**src/rtl/pwm_pkg.sv**
```systemverilog
package pwm_pkg;
  typedef enum logic [1:0] {
    MODE_OFF     = 2'd0,
    MODE_TOGGLE  = 2'd1,
    MODE_PWM     = 2'd2,
    MODE_PWM_INV = 2'd3
  } wave_mode_e;

  localparam logic [1:0] ADDR_CMP_A = 2'd0;
  localparam logic [1:0] ADDR_CMP_B = 2'd1;
  localparam logic [1:0] ADDR_CTL   = 2'd2;
  localparam logic [1:0] ADDR_IEN   = 2'd3;

  localparam int NUM_CH = 2;
endpackage

```
**src/rtl/pwm_prescaler.sv**
```systemverilog
module pwm_prescaler #(
  parameter int PS_W = 10
) (
  input  logic       clk,
  input  logic       rst_n,
  input  logic [2:0] sel,
  output logic       tick
);
  logic [PS_W-1:0] div_q;
  logic [PS_W-1:0] lim;
  logic            run;

  always_comb begin
    run = 1'b1;
    unique case (sel)
      3'd1: lim = PS_W'(0);
      3'd2: lim = PS_W'(7);
      3'd3: lim = PS_W'(63);
      3'd4: lim = PS_W'(255);
      3'd5: lim = PS_W'(1023);
      default: begin
        lim = '0;
        run = 1'b0;
      end
    endcase
  end

  assign tick = run && (div_q >= lim);

  always_ff @(posedge clk or negedge rst_n) begin
    if (!rst_n)        div_q <= '0;
    else if (!run)     div_q <= '0;
    else if (tick)     div_q <= '0;
    else               div_q <= div_q + 1'b1;
  end
endmodule

```
**src/rtl/pwm_counter.sv**
```systemverilog
module pwm_counter #(
  parameter int CW = 8
) (
  input  logic          clk,
  input  logic          rst_n,
  input  logic          tick,
  input  logic          top_sel,
  input  logic [CW-1:0] buf_a,
  input  logic [CW-1:0] buf_b,
  output logic [CW-1:0] cnt_q,
  output logic [CW-1:0] cnt_nx,
  output logic [CW-1:0] ocr_a_q,
  output logic [CW-1:0] ocr_b_q,
  output logic [CW-1:0] ocr_a_nx,
  output logic [CW-1:0] ocr_b_nx,
  output logic          wrap
);
  logic [CW-1:0] top_val;

  always_comb begin
    top_val  = top_sel ? ocr_a_q : '1;
    wrap     = tick && (cnt_q == top_val);
    if (!tick)      cnt_nx = cnt_q;
    else if (wrap)  cnt_nx = '0;
    else            cnt_nx = cnt_q + 1'b1;
    ocr_a_nx = wrap ? buf_a : ocr_a_q;
    ocr_b_nx = wrap ? buf_b : ocr_b_q;
  end

  always_ff @(posedge clk or negedge rst_n) begin
    if (!rst_n) begin
      cnt_q   <= '0;
      ocr_a_q <= '0;
      ocr_b_q <= '0;
    end else begin
      cnt_q   <= cnt_nx;
      ocr_a_q <= ocr_a_nx;
      ocr_b_q <= ocr_b_nx;
    end
  end
endmodule

```
**src/rtl/pwm_channel.sv**
```systemverilog
module pwm_channel
  import pwm_pkg::*;
#(
  parameter int CW        = 8,
  parameter bit TOGGLE_OK = 1'b1
) (
  input  logic          clk,
  input  logic          rst_n,
  input  wave_mode_e    mode_nx,
  input  logic          tog_en_nx,
  input  logic          match,
  input  logic [CW-1:0] cnt_nx,
  input  logic [CW-1:0] ocr_nx,
  output logic          wave
);
  logic wave_nx;

  always_comb begin
    unique case (mode_nx)
      MODE_PWM:     wave_nx = (cnt_nx <= ocr_nx);
      MODE_PWM_INV: wave_nx = !(cnt_nx <= ocr_nx);
      MODE_TOGGLE:  wave_nx = (TOGGLE_OK && tog_en_nx) ? (wave ^ match) : 1'b0;
      default:      wave_nx = 1'b0;
    endcase
  end

  always_ff @(posedge clk or negedge rst_n) begin
    if (!rst_n) wave <= 1'b0;
    else        wave <= wave_nx;
  end
endmodule

```
**src/rtl/pwm_timer8.sv**
```systemverilog
module pwm_timer8
  import pwm_pkg::*;
#(
  parameter int CW   = 8,
  parameter int PS_W = 10
) (
  input  logic          clk,
  input  logic          rst_n,
  input  logic          wr_en,
  input  logic [1:0]    wr_addr,
  input  logic [CW-1:0] wr_data,
  input  logic          flag_clr,
  output logic          wave_a,
  output logic          wave_b,
  output logic          irq
);
  logic [CW-1:0] buf_a_q, buf_b_q;
  logic [7:0]    ctl_q, ctl_nx;
  logic          ien_q;
  logic          ovf_q;
  logic          tick, wrap;
  logic [CW-1:0] cnt_q, cnt_nx;
  logic [CW-1:0] ocr_a_q, ocr_b_q, ocr_a_nx, ocr_b_nx;

  assign ctl_nx = (wr_en && wr_addr == ADDR_CTL) ? wr_data[7:0] : ctl_q;

  always_ff @(posedge clk or negedge rst_n) begin
    if (!rst_n) begin
      buf_a_q <= '0;
      buf_b_q <= '0;
      ctl_q   <= '0;
      ien_q   <= 1'b0;
    end else begin
      ctl_q <= ctl_nx;
      if (wr_en && wr_addr == ADDR_CMP_A) buf_a_q <= wr_data;
      if (wr_en && wr_addr == ADDR_CMP_B) buf_b_q <= wr_data;
      if (wr_en && wr_addr == ADDR_IEN)   ien_q   <= wr_data[0];
    end
  end

  pwm_prescaler #(.PS_W(PS_W)) u_ps (
    .clk(clk), .rst_n(rst_n), .sel(ctl_q[6:4]), .tick(tick)
  );

  pwm_counter #(.CW(CW)) u_cnt (
    .clk(clk), .rst_n(rst_n), .tick(tick), .top_sel(ctl_q[7]),
    .buf_a(buf_a_q), .buf_b(buf_b_q),
    .cnt_q(cnt_q), .cnt_nx(cnt_nx),
    .ocr_a_q(ocr_a_q), .ocr_b_q(ocr_b_q),
    .ocr_a_nx(ocr_a_nx), .ocr_b_nx(ocr_b_nx),
    .wrap(wrap)
  );

  always_ff @(posedge clk or negedge rst_n) begin
    if (!rst_n)        ovf_q <= 1'b0;
    else if (wrap)     ovf_q <= 1'b1;
    else if (flag_clr) ovf_q <= 1'b0;
  end

  assign irq = ovf_q & ien_q;

  logic [NUM_CH-1:0][CW-1:0] ocr_q_arr, ocr_nx_arr;
  logic [NUM_CH-1:0][1:0]    mode_arr;
  logic [NUM_CH-1:0]         wave_arr;

  assign ocr_q_arr  = {ocr_b_q, ocr_a_q};
  assign ocr_nx_arr = {ocr_b_nx, ocr_a_nx};
  assign mode_arr   = {ctl_nx[3:2], ctl_nx[1:0]};

  for (genvar i = 0; i < NUM_CH; i++) begin : g_ch
    pwm_channel #(.CW(CW), .TOGGLE_OK(i == 0)) u_ch (
      .clk(clk), .rst_n(rst_n),
      .mode_nx(wave_mode_e'(mode_arr[i])),
      .tog_en_nx(ctl_nx[7]),
      .match(tick && (cnt_q == ocr_q_arr[i])),
      .cnt_nx(cnt_nx), .ocr_nx(ocr_nx_arr[i]),
      .wave(wave_arr[i])
    );
  end

  assign wave_a = wave_arr[0];
  assign wave_b = wave_arr[1];
endmodule

```
**config.mk**
```make
export PLATFORM = sky130hd
export DESIGN_NAME = pwm_timer8
export DESIGN_NICKNAME = d
export VERILOG_FILES = /design/src/rtl/pwm_pkg.sv /design/src/rtl/pwm_prescaler.sv /design/src/rtl/pwm_counter.sv /design/src/rtl/pwm_channel.sv /design/src/rtl/pwm_timer8.sv
export SDC_FILE = /design/constraint.sdc
export NUM_CORES = 1
export LEC_CHECK = 0
export ABC_AREA = 1
export CAP_MARGIN = 20
export CELL_PAD_IN_SITES_DETAIL_PLACEMENT = 0
export CELL_PAD_IN_SITES_GLOBAL_PLACEMENT = 1
export CORE_ASPECT_RATIO = 0.6
export CORE_MARGIN = 4
export CORE_UTILIZATION = 45
export CTS_BUF_LIST = sky130_fd_sc_hd__clkbuf_8 sky130_fd_sc_hd__clkbuf_16
export CTS_CLUSTER_SIZE = 30
export DETAILED_ROUTE_END_ITERATION = 6
export DONT_BUFFER_PORTS = 1
export PLACE_DENSITY_LB_ADDON = 0.15
export SLEW_MARGIN = 20
export SYNTH_ARGS = -nofsm -noshare
export SYNTH_HDL_FRONTEND = slang
export SYNTH_SLANG_ARGS = --single-unit
```
**constraint.sdc**
```tcl
create_clock -name clk -period 3.9 [get_ports clk]
set_clock_uncertainty 0.05 [all_clocks]
set_input_delay 0.39 -clock clk [delete_from_list [all_inputs] [get_ports clk]]
set_output_delay 0.39 -clock clk [all_outputs]
set_load 0.01 [all_outputs]
```
==> qor.yml, run 1 <==
status:
  status: "finished, final reports clean"
power:
  powerDensity_nw_per_um2: 556.6
  clockPowerShare_pct: 33.7
  p_seq_share_pct: 37.0
  p_leak_nw: 2.104
  p_sw_w: 0.0008170
  p_int_w: 0.001485
  peakVddDrop_mv: 0.2889
  swShare_pct: 35.49
  power_frac_comb_pct: 29.3
worst_setup_path:
  crit_path_start_kind: "flop"
  critPathMaxFanout: 19
  required_ns: 4.09
  critPathKind: "reg2reg"
  cp_slowest_cell: "dfrtp_1"
  crit_chain: "inv_1, nor3_1, nor2_1, ha_1, nand2_1, inv_1, nand2_1, nand2_1, nand2_1, nand3_1, nand2_2, inv_4, nand2_8, nand2_1, a21oi_1, ha_1, a21oi_1, o21ai_0, a21o_1, nand2_1, o21ai_0, a21oi_1"
  critPathTopFamily: "simple AND/OR/NAND/NOR gates"
  slowest_delay_ns: 0.41
  setup.worst_path.end_class: "flop"
  critPathBufInv: 3
  crit_top_cell: "nand2_1"
  worstPathArrival_ns: 3.71
clock_network:
  cts_buffers: 9
  clk_pin_slew_worst_paths_ns: 0.05
  clock_path_buffers: 2
  clock_tree.root_cell: "clkbuf_16"
  cts_sinks: 62
  clk_latency_ns: 0.33
  tritoncts: "done"
  cts_max_level: 3
floorplan:
  die_y_um: 78.38
  rows: 25
  die_w_um: 125.3
  ios: 17
  initial_core_util_pct: 46.76
  core_area_um2: 7945
  die-area_um2: 9821
global_route:
  grt_pass1_vias: 2922
  gr-max-usage-layer: "met1"
  gr-usage-met3_pct: 5.506
  met1_usage_pct: 27.83
  antenna_found_initial: 0
  grt_overflow_total: 0
  grt.total_usage_pct: 19.06
  grt_max_degree: 63
  grt_pass1_wl_um: 14660
  met2_usage_pct: 27.06
timing:
  setup_viol: 0
  fmax_mhz: 284.5
  hold_viol: 0
  max-slew-margin-rel_pct: 62.85
  finalSetupTns_ns: 0
  grt_setup_unrepaired: "false"
  fin_crit_ns: 3.515
  finalCritPeriodShare_pct: 90.13
  report.final.slew_viol_count: 0
  worst_slew_pin_slew_ns: 0.5557
place:
  postPlaceCellArea_um2: 3776
  routabilityCongestion: 0.8414
  io_buffers: 0
  hpwlAfterDp_um: 6386
layout:
  num_antenna_cells: 0
  area_growth_syn_to_layout_pct: 11.32
  layout.nets: 527
  num-fill-cells: 761
  drive_above_1_share_pct: 11.04
  design_area_um2: 4135
synthesis:
  synth.area.top_cells: "dfrtp_1 42%, nand2_1 13%, ha_1 9.4%"
  post_synth.cell_area_avg_um2: 7.723
  syn-num-nets: 523
  syn_area_um2: 3715
  yosys.area.top_type: "dfrtp_1"
  ys_ff_latch: 62
  synth.distinct_cells: 31
  seq_area_frac_synth_pct: 41.76
  synth-warning-count: 0
  synth_top_area_share_pct: 41.76
  syn_inst: 481
routing:
  drtAntennaViolNets: 0
  drt_iter0_drc: 280
  first_pass_iters: 5
  drc: 0
  totalWireLength_um: 8647
  viasPerCell: 5.007
  routedWlPerCell_um: 14.48
  num_vias: 2989
job:
  drv_cap: 0
worst_hold_path:
  hold_class: "in2reg"
sequential cells by signal, summed over array words and instances, names as in the netlist:
name and flops:
g_ch.u_ch.wave 2, buf_a_q 8, ien_q 1, buf_b_q 8, ovf_q 1, u_cnt.cnt_q 8, u_ps.div_q 10, u_cnt.ocr_b_q 8
u_cnt.ocr_a_q 8, ctl_q 8
kinds of logic (layout without fill, tap and decap cells):
| family | count (synthesis) | in the layout | share of synthesized area, % |
|---|---|---|---|
| AOI/OAI and AO/OA | 74 | 74 | 11.79 |
| xor gates and xnor gates | 10 | 10 | 2.358 |
| adders and majority gates | 28 | 28 | 9.431 |
| buffers and inverters | 97 | 104 | 10.78 |
| DFF | 62 | 62 | 41.76 |
| and+or+nand+nor | 210 | 211 | 23.88 |
layout by cell type, fill, tap and decap left out:
cell type      netlist  layout
a21o_1               2       2
a21oi_1             19      18
a21oi_2              0       1
a41oi_1              1       1
and3_1               1       1
buf_16               0       1
bufinv_16            0       1
clkbuf_16            0       9
clkbuf_8             0       1
clkinv_2             0       2
clkinvlp_4           0       1
dfrtp_1             62      62
dlygate4sd3_1        0       1
ha_1                28      28
inv_1               73      74
inv_2               14      13
inv_4                0       1
nand2_1            126     126
nand2_2              1       1
nand2_4              1       1
nand2_8              0       1
nand3_1             12      12
nand4_1             13      13
nor2_1              40      38
nor2_2               2       4
nor2_4               1       1
nor3_1               9       9
nor3_2               1       1
nor3b_1              1       1
nor4_1               2       2
o211ai_1             1       1
o21ai_0             32      32
o21ai_1              4       4
o21ai_2             15      15
xnor2_1              2       2
xor2_1               8       8
what timing repair did:
item | CTS | global route
setup endpoints to repair | 0 | 2
endpoints found under the hold margin | 62 | 0
resized for setup | 0 | 6
setup buffers | 0 | 0
hold buffers | 2 | 0
path summary, 6_finish.rpt:
path	startpoint	to	slack, ns	depth (start not counted)
setup / recovery	ctl_q[5]	g_ch[1].u_ch.wave	0.38	22
hold / removal	flag_clr	ovf_q	0.10	1
setup reg to reg	ctl_q[5]	g_ch[1].u_ch.wave	0.38	22
hold reg to reg	u_cnt.ocr_b_q[1]	u_cnt.ocr_b_q[1]	0.42	2
max in group asynchronous	rst_n	u_ps.div_q[4]	2.99	2
min in group asynchronous	rst_n	buf_b_q[4]	0.52	2
cell type report:
class,count,area (um^2),area share (%)
multi-input combinational,323,1792,43.33
sequential,62,1551,37.52
inverter,87,329.1,7.958
clock buffer,10,239.0,5.779
tap,108,135.1,3.268
clock inverter,5,51.30,1.241
timing repair buffer,2,37.54,0.9077
power by group through the flow:
stage	Sequential (W)	Clock, W	Combinational (W)
after floorplan	0.000813	0	0.000529
after global placement	0.000859	0	0.000637
after detailed placement	0.000861	0	0.000646
after CTS	0.000850	0.000797	0.000667
after global routing	0.000868	0.000838	0.000787
final	0.000852	0.000775	0.000674
worst register-to-register path, delay by kind of cell, from the launching register on:
kind                     cells  cell delay [ns]
adder cells (fa/ha/maj)      2             0.60
AO/OA/AOI/OAI                6             0.93
AND/OR/NAND/NOR             11             1.17
flip-flops                   1             0.41
buffers and inverters        3             0.25
cell usage after synthesis, drive strengths merged:
| cell type | n |
|---|---|
| inv | 87 |
| a21o | 2 |
| dfrtp | 62 |
| xnor2 | 2 |
| a21oi | 19 |
| and3 | 1 |
| nor2 | 43 |
| nor4 | 2 |
| ha | 28 |
| nand2 | 128 |
| a41oi | 1 |
| nand3 | 12 |
| xor2 | 8 |
| o21ai | 51 |
| nand4 | 13 |
| o211ai | 1 |
| buf | 6 |
| nor3b | 1 |
| nor3 | 10 |
| clkbuf | 4 |
metal layers:
layer  vias up  share of wire (%)
met3         4                4.2
met5         -                  0
li1       1535                  -
met2        56                 40
met1      1394                 55
met4         0               0.79
metrics by stage:
step	hold slack (ns)	utilization (%)	setup WS [ns]	total power (W)	std cells
2_1_floorplan	0.04441	-	0.8762	0.001342	481
3_3_place_gp	0.04575	47.53	0.2306	0.001496	579
3_5_place_dp	0.04545	47.53	0.1368	0.001508	579
4_1_cts	0.08892	51.65	0.1095	0.002315	596
5_1_grt	0.08311	52.05	0.01957	0.002493	597
6_report	0.1016	52.05	0.3850	0.002302	597
Power figures use the tool's default switching activity.
==> inputs of run 2 (changes only) <==
--- a/config.mk
+++ b/config.mk
@@ -6,5 +6,4 @@
 export NUM_CORES = 1
 export LEC_CHECK = 0
-export ABC_AREA = 1
 export CAP_MARGIN = 20
 export CELL_PAD_IN_SITES_DETAIL_PLACEMENT = 0
@@ -17,5 +16,5 @@
 export DETAILED_ROUTE_END_ITERATION = 6
 export DONT_BUFFER_PORTS = 1
-export PLACE_DENSITY_LB_ADDON = 0.15
+export PLACE_DENSITY_LB_ADDON = 0.1
 export SLEW_MARGIN = 20
 export SYNTH_ARGS = -nofsm -noshare
--- a/constraint.sdc
+++ b/constraint.sdc
@@ -3,3 +3,3 @@
 set_input_delay 0.39 -clock clk [delete_from_list [all_inputs] [get_ports clk]]
 set_output_delay 0.39 -clock clk [all_outputs]
-set_load 0.01 [all_outputs]
+set_load 0.005 [all_outputs]
==> qor.yml, run 2 <==
status:
  status: "finished, final reports clean"  # unchanged
power:
  power_frac_comb_pct: 35.0  # was 29.3%
  peakVddDrop_mv: 0.3278  # was 0.2889 mV
  power.total_w: 0.002663  # was 0.002302 W
  p_sw_w: 0.0008906  # was 0.0008170 W
  p_leak_nw: 1.876  # was 2.104 nW
  p_int_w: 0.001772  # was 0.001485 W
  clockPowerShare_pct: 29.3  # was 33.7%
  p_seq_share_pct: 35.7  # was 37.0%
  swShare_pct: 33.44  # was 35.49%
  powerDensity_nw_per_um2: 644.6  # was 556.6 nW/um^2
floorplan:
  core_area_um2: 7327  # was 7945 um^2
  ios: 17  # unchanged
  rows: 24  # was 25
  die-area_um2: 9125  # was 9821 um^2
  die_y_um: 75.61  # was 78.38 um
  die_w_um: 120.7  # was 125.3 um
  initial_core_util_pct: 46.79  # was 46.76%
place:
  io_buffers: 0  # unchanged
  routabilityCongestion: 0.8176  # was 0.8414
  pre_cts_slack_ns: -0.02848  # was 0.1368 ns
  dp.cells: 411  # was 579
  hpwlAfterDp_um: 5571  # was 6386 um
timing:
  finalSetupTns_ns: 0  # unchanged
  fmax_mhz: 271.0  # was 284.5 MHz
  report.final.slew_viol_count: 0  # unchanged
  fin_crit_ns: 3.690  # was 3.515 ns
  max-slew-margin-rel_pct: 43.50  # was 62.85%
  finalCritPeriodShare_pct: 94.61  # was 90.13%
  hold_viol: 0  # unchanged
  timing.final.ws_setup_ns: 0.2101  # was 0.3850 ns
  setup_viol: 0  # unchanged
  worst_slew_pin_slew_ns: 0.8439  # was 0.5557 ns
synthesis:
  seq_area_frac_synth_pct: 45.26  # was 41.76%
  ys_ff_latch: 62  # unchanged
  synth_common_cells: "62 x dfrtp_1, 28 x ha_1, 23 x mux2_2, 19 x nor2_1, 18 x mux2i_1"  # was 126 x nand2_1, 73 x inv_1, 62 x dfrtp_1, 40 x nor2_1, 32 x o21ai_0
  synth-warning-count: 0  # unchanged
  synth.area.top_cells: "dfrtp_1 45%, ha_1 10%, mux2_2 7.6%"  # was dfrtp_1 42%, nand2_1 13%, ha_1 9.4%
  synth_most_common_cell: "dfrtp_1"  # was nand2_1
  yosys.area.top_type: "dfrtp_1"  # unchanged
  synth_edf_count: 0  # unchanged
  ys.flop_type: "dfrtp_1"  # unchanged
  syn-num-nets: 341  # was 523
  syn_area_um2: 3428  # was 3715 um^2
  async_flop_share_pct: 100.0  # unchanged
  post_synth.cell_area_avg_um2: 11.47  # was 7.723 um^2
  synth_top_area_share_pct: 45.26  # was 41.76%
  syn_inst: 299  # was 481
  synth.distinct_cells: 40  # was 31
global_route:
  grt.total_usage_pct: 18.51  # was 19.06%
  gr-usage-met3_pct: 5.415  # was 5.506%
  grt_pass1_vias: 2283  # was 2922
  antenna_found_initial: 0  # unchanged
  met2_usage_pct: 22.76  # was 27.06%
  grt_overflow_total: 0  # unchanged
  gr-max-usage-layer: "met1"  # unchanged
  met1_usage_pct: 29.52  # was 27.83%
  grt_pass1_wl_um: 12440  # was 14660 um
  grt_max_degree: 63  # unchanged
layout:
  final_cell_mix: "60 x dfrtp_1, 27 x ha_1, 25 x mux2_2"  # was 126 x nand2_1, 74 x inv_1, 62 x dfrtp_1
  largest_reg_flops: 10  # unchanged
  regMostFlops: "u_ps.div_q"  # unchanged
  layout.nets: 371  # was 527
  area_growth_syn_to_layout_pct: 20.51  # was 11.32%
  num_antenna_cells: 0  # unchanged
  final_common_cell: "dfrtp_1"  # was nand2_1
  final_cells: 438  # was 597
  final_util_pct: 56.39  # was 52.05%
  drive_above_1_share_pct: 24.25  # was 11.04%
clock_network:
  clk_latency_ns: 0.33  # about the same
  clock_tree.root_cell: "clkbuf_16"  # unchanged
  cts_max_level: 3  # unchanged
  clk_pin_slew_worst_paths_ns: 0.05  # about the same
  cts_buffers: 9  # unchanged
  tritoncts: "done"  # unchanged
  cts_sinks: 62  # unchanged
  clock_path_buffers: 2  # unchanged
worst_setup_path:
  critPathMaxFanout: 8  # was 19
  critPathKind: "reg2reg"  # unchanged
  setup.worst_path.end_class: "flop"  # unchanged
  critPathTopFamily: "compound AO/OA/AOI/OAI gates"  # was simple AND/OR/NAND/NOR gates
  crit_path_start_kind: "flop"  # unchanged
  required_ns: 4.05  # was 4.09 ns
  slowest_delay_ns: 0.44  # was 0.41 ns
  crit_chain: "nor2b_4, a21oi_4, ha_1, a21oi_2, a211oi_2, or3_4, o21ai_4, nor4_4, buf_4, buf_6, nor2_1, buf_4, ha_1, nor2b_1, o211ai_1, a21oi_1, o22ai_1, xnor2_1, o22ai_1"  # was inv_1, nor3_1, nor2_1, ha_1, nand2_1, inv_1, nand2_1, nand2_1, nand2_1, nand3_1, nand2_2, inv_4, nand2_8, nand2_1, a21oi_1, ha_1, a21oi_1, o21ai_0, a21o_1, nand2_1, o21ai_0, a21oi_1
  worstPathArrival_ns: 3.84  # was 3.71 ns
  critPathBufInv: 3  # unchanged
  cp_slowest_cell: "dfrtp_2"  # was dfrtp_1
job:
  drv_cap: 0  # unchanged
routing:
  num_vias: 2347  # was 2989
  drtAntennaViolNets: 0  # unchanged
  drt_iter0_drc: 201  # was 280
  first_pass_iters: 4  # was 5
  viasPerCell: 5.358  # was 5.007
  routedWlPerCell_um: 17.52  # was 14.48 um
  totalWireLength_um: 7675  # was 8647 um
  drc: 0  # unchanged
worst_hold_path:
  hold_class: "in2reg"  # unchanged
run 2: cell count changes in the layout (fill, tap and decap cells not counted), moves of 9 or more:
cell	previous run	this run
nand2_1	126	6
o21ai_2	15	0
inv_2	13	0
mux2i_1	0	17
mux2_1	0	14
nor2_1	38	19
o21ai_0	32	8
a21oi_1	18	9
inv_1	74	15
mux2_2	0	25
buf_4	0	17
run 2: cells by family after synthesis:
logic type | share of synthesized area, %
AOI/OAI and AO/OA | 8.285
xor gates and xnor gates | 3.321
adders and majority gates | 10.22
buffers and inverters | 2.482
DFF | 45.26
muxes | 18.07
and+or+nand+nor | 12.37
run 2: metrics by stage:
step / hold WS, ns / instance area, um^2
finish: 0.1548 / 4131
detailed placement: 0.04673 / 3649
CTS: 0.1440 / 4014
global placement: 0.04633 / 3649
floorplan: 0.04441 / 3428
global route: 0.1435 / 4131
run 2: layer usage:
metal / vias up / wire (um)
met5: - / 0
met4: 0 / 133
met3: 15 / 409
met2: 50 / 2745
met1: 1127 / 4387
li1: 1155 / -
run 2: final cells by class:
cell class / count / area, um^2
fillers: 643 / 3196
multi-input cells: 218 / 1874
flip-flops and latches: 62 / 1554
repair buffers: 24 / 230.2
clock buffers: 9 / 225.2
well taps: 104 / 130.1
clock inverters: 7 / 65.06
inverters: 14 / 52.55
run 2: path summary, 6_finish.rpt:
| check | slack (ns) | cells after the start | end | from |
|---|---|---|---|---|
| worst max-delay path | 0.21 | 19 | g_ch[0].u_ch.wave | ctl_q[5] |
| worst min-delay path | 0.15 | 1 | buf_b_q[5] | wr_data[5] |
| worst max register to register | 0.21 | 19 | g_ch[0].u_ch.wave | ctl_q[5] |
| worst min register to register | 0.41 | 1 | ovf_q | ovf_q |
| max in group asynchronous | 2.99 | 2 | u_cnt.ocr_a_q[1] | rst_n |
| min in group asynchronous | 0.54 | 2 | ctl_q[4] | rst_n |
run 2: power groups by stage:
stage | clock network, W | registers [W] | logic, W
2_1_floorplan | 0 | 0.000900 | 0.000639
3_3_place_gp | 0 | 0.000946 | 0.000815
3_5_place_dp | 0 | 0.000952 | 0.000819
4_1_cts | 0.000805 | 0.000942 | 0.000848
5_1_grt | 0.000828 | 0.000973 | 0.00107
6_report | 0.000781 | 0.000951 | 0.000931
run 2: timing repair:
item / 4_1_cts / 5_1_grt
resized for setup: 0 / 26
endpoints found under the setup margin: 1 / 2
pin swaps: 1 / 10
hold endpoints to repair: 62 / 0
setup buffers: 5 / 5
hold buffers: 2 / 0
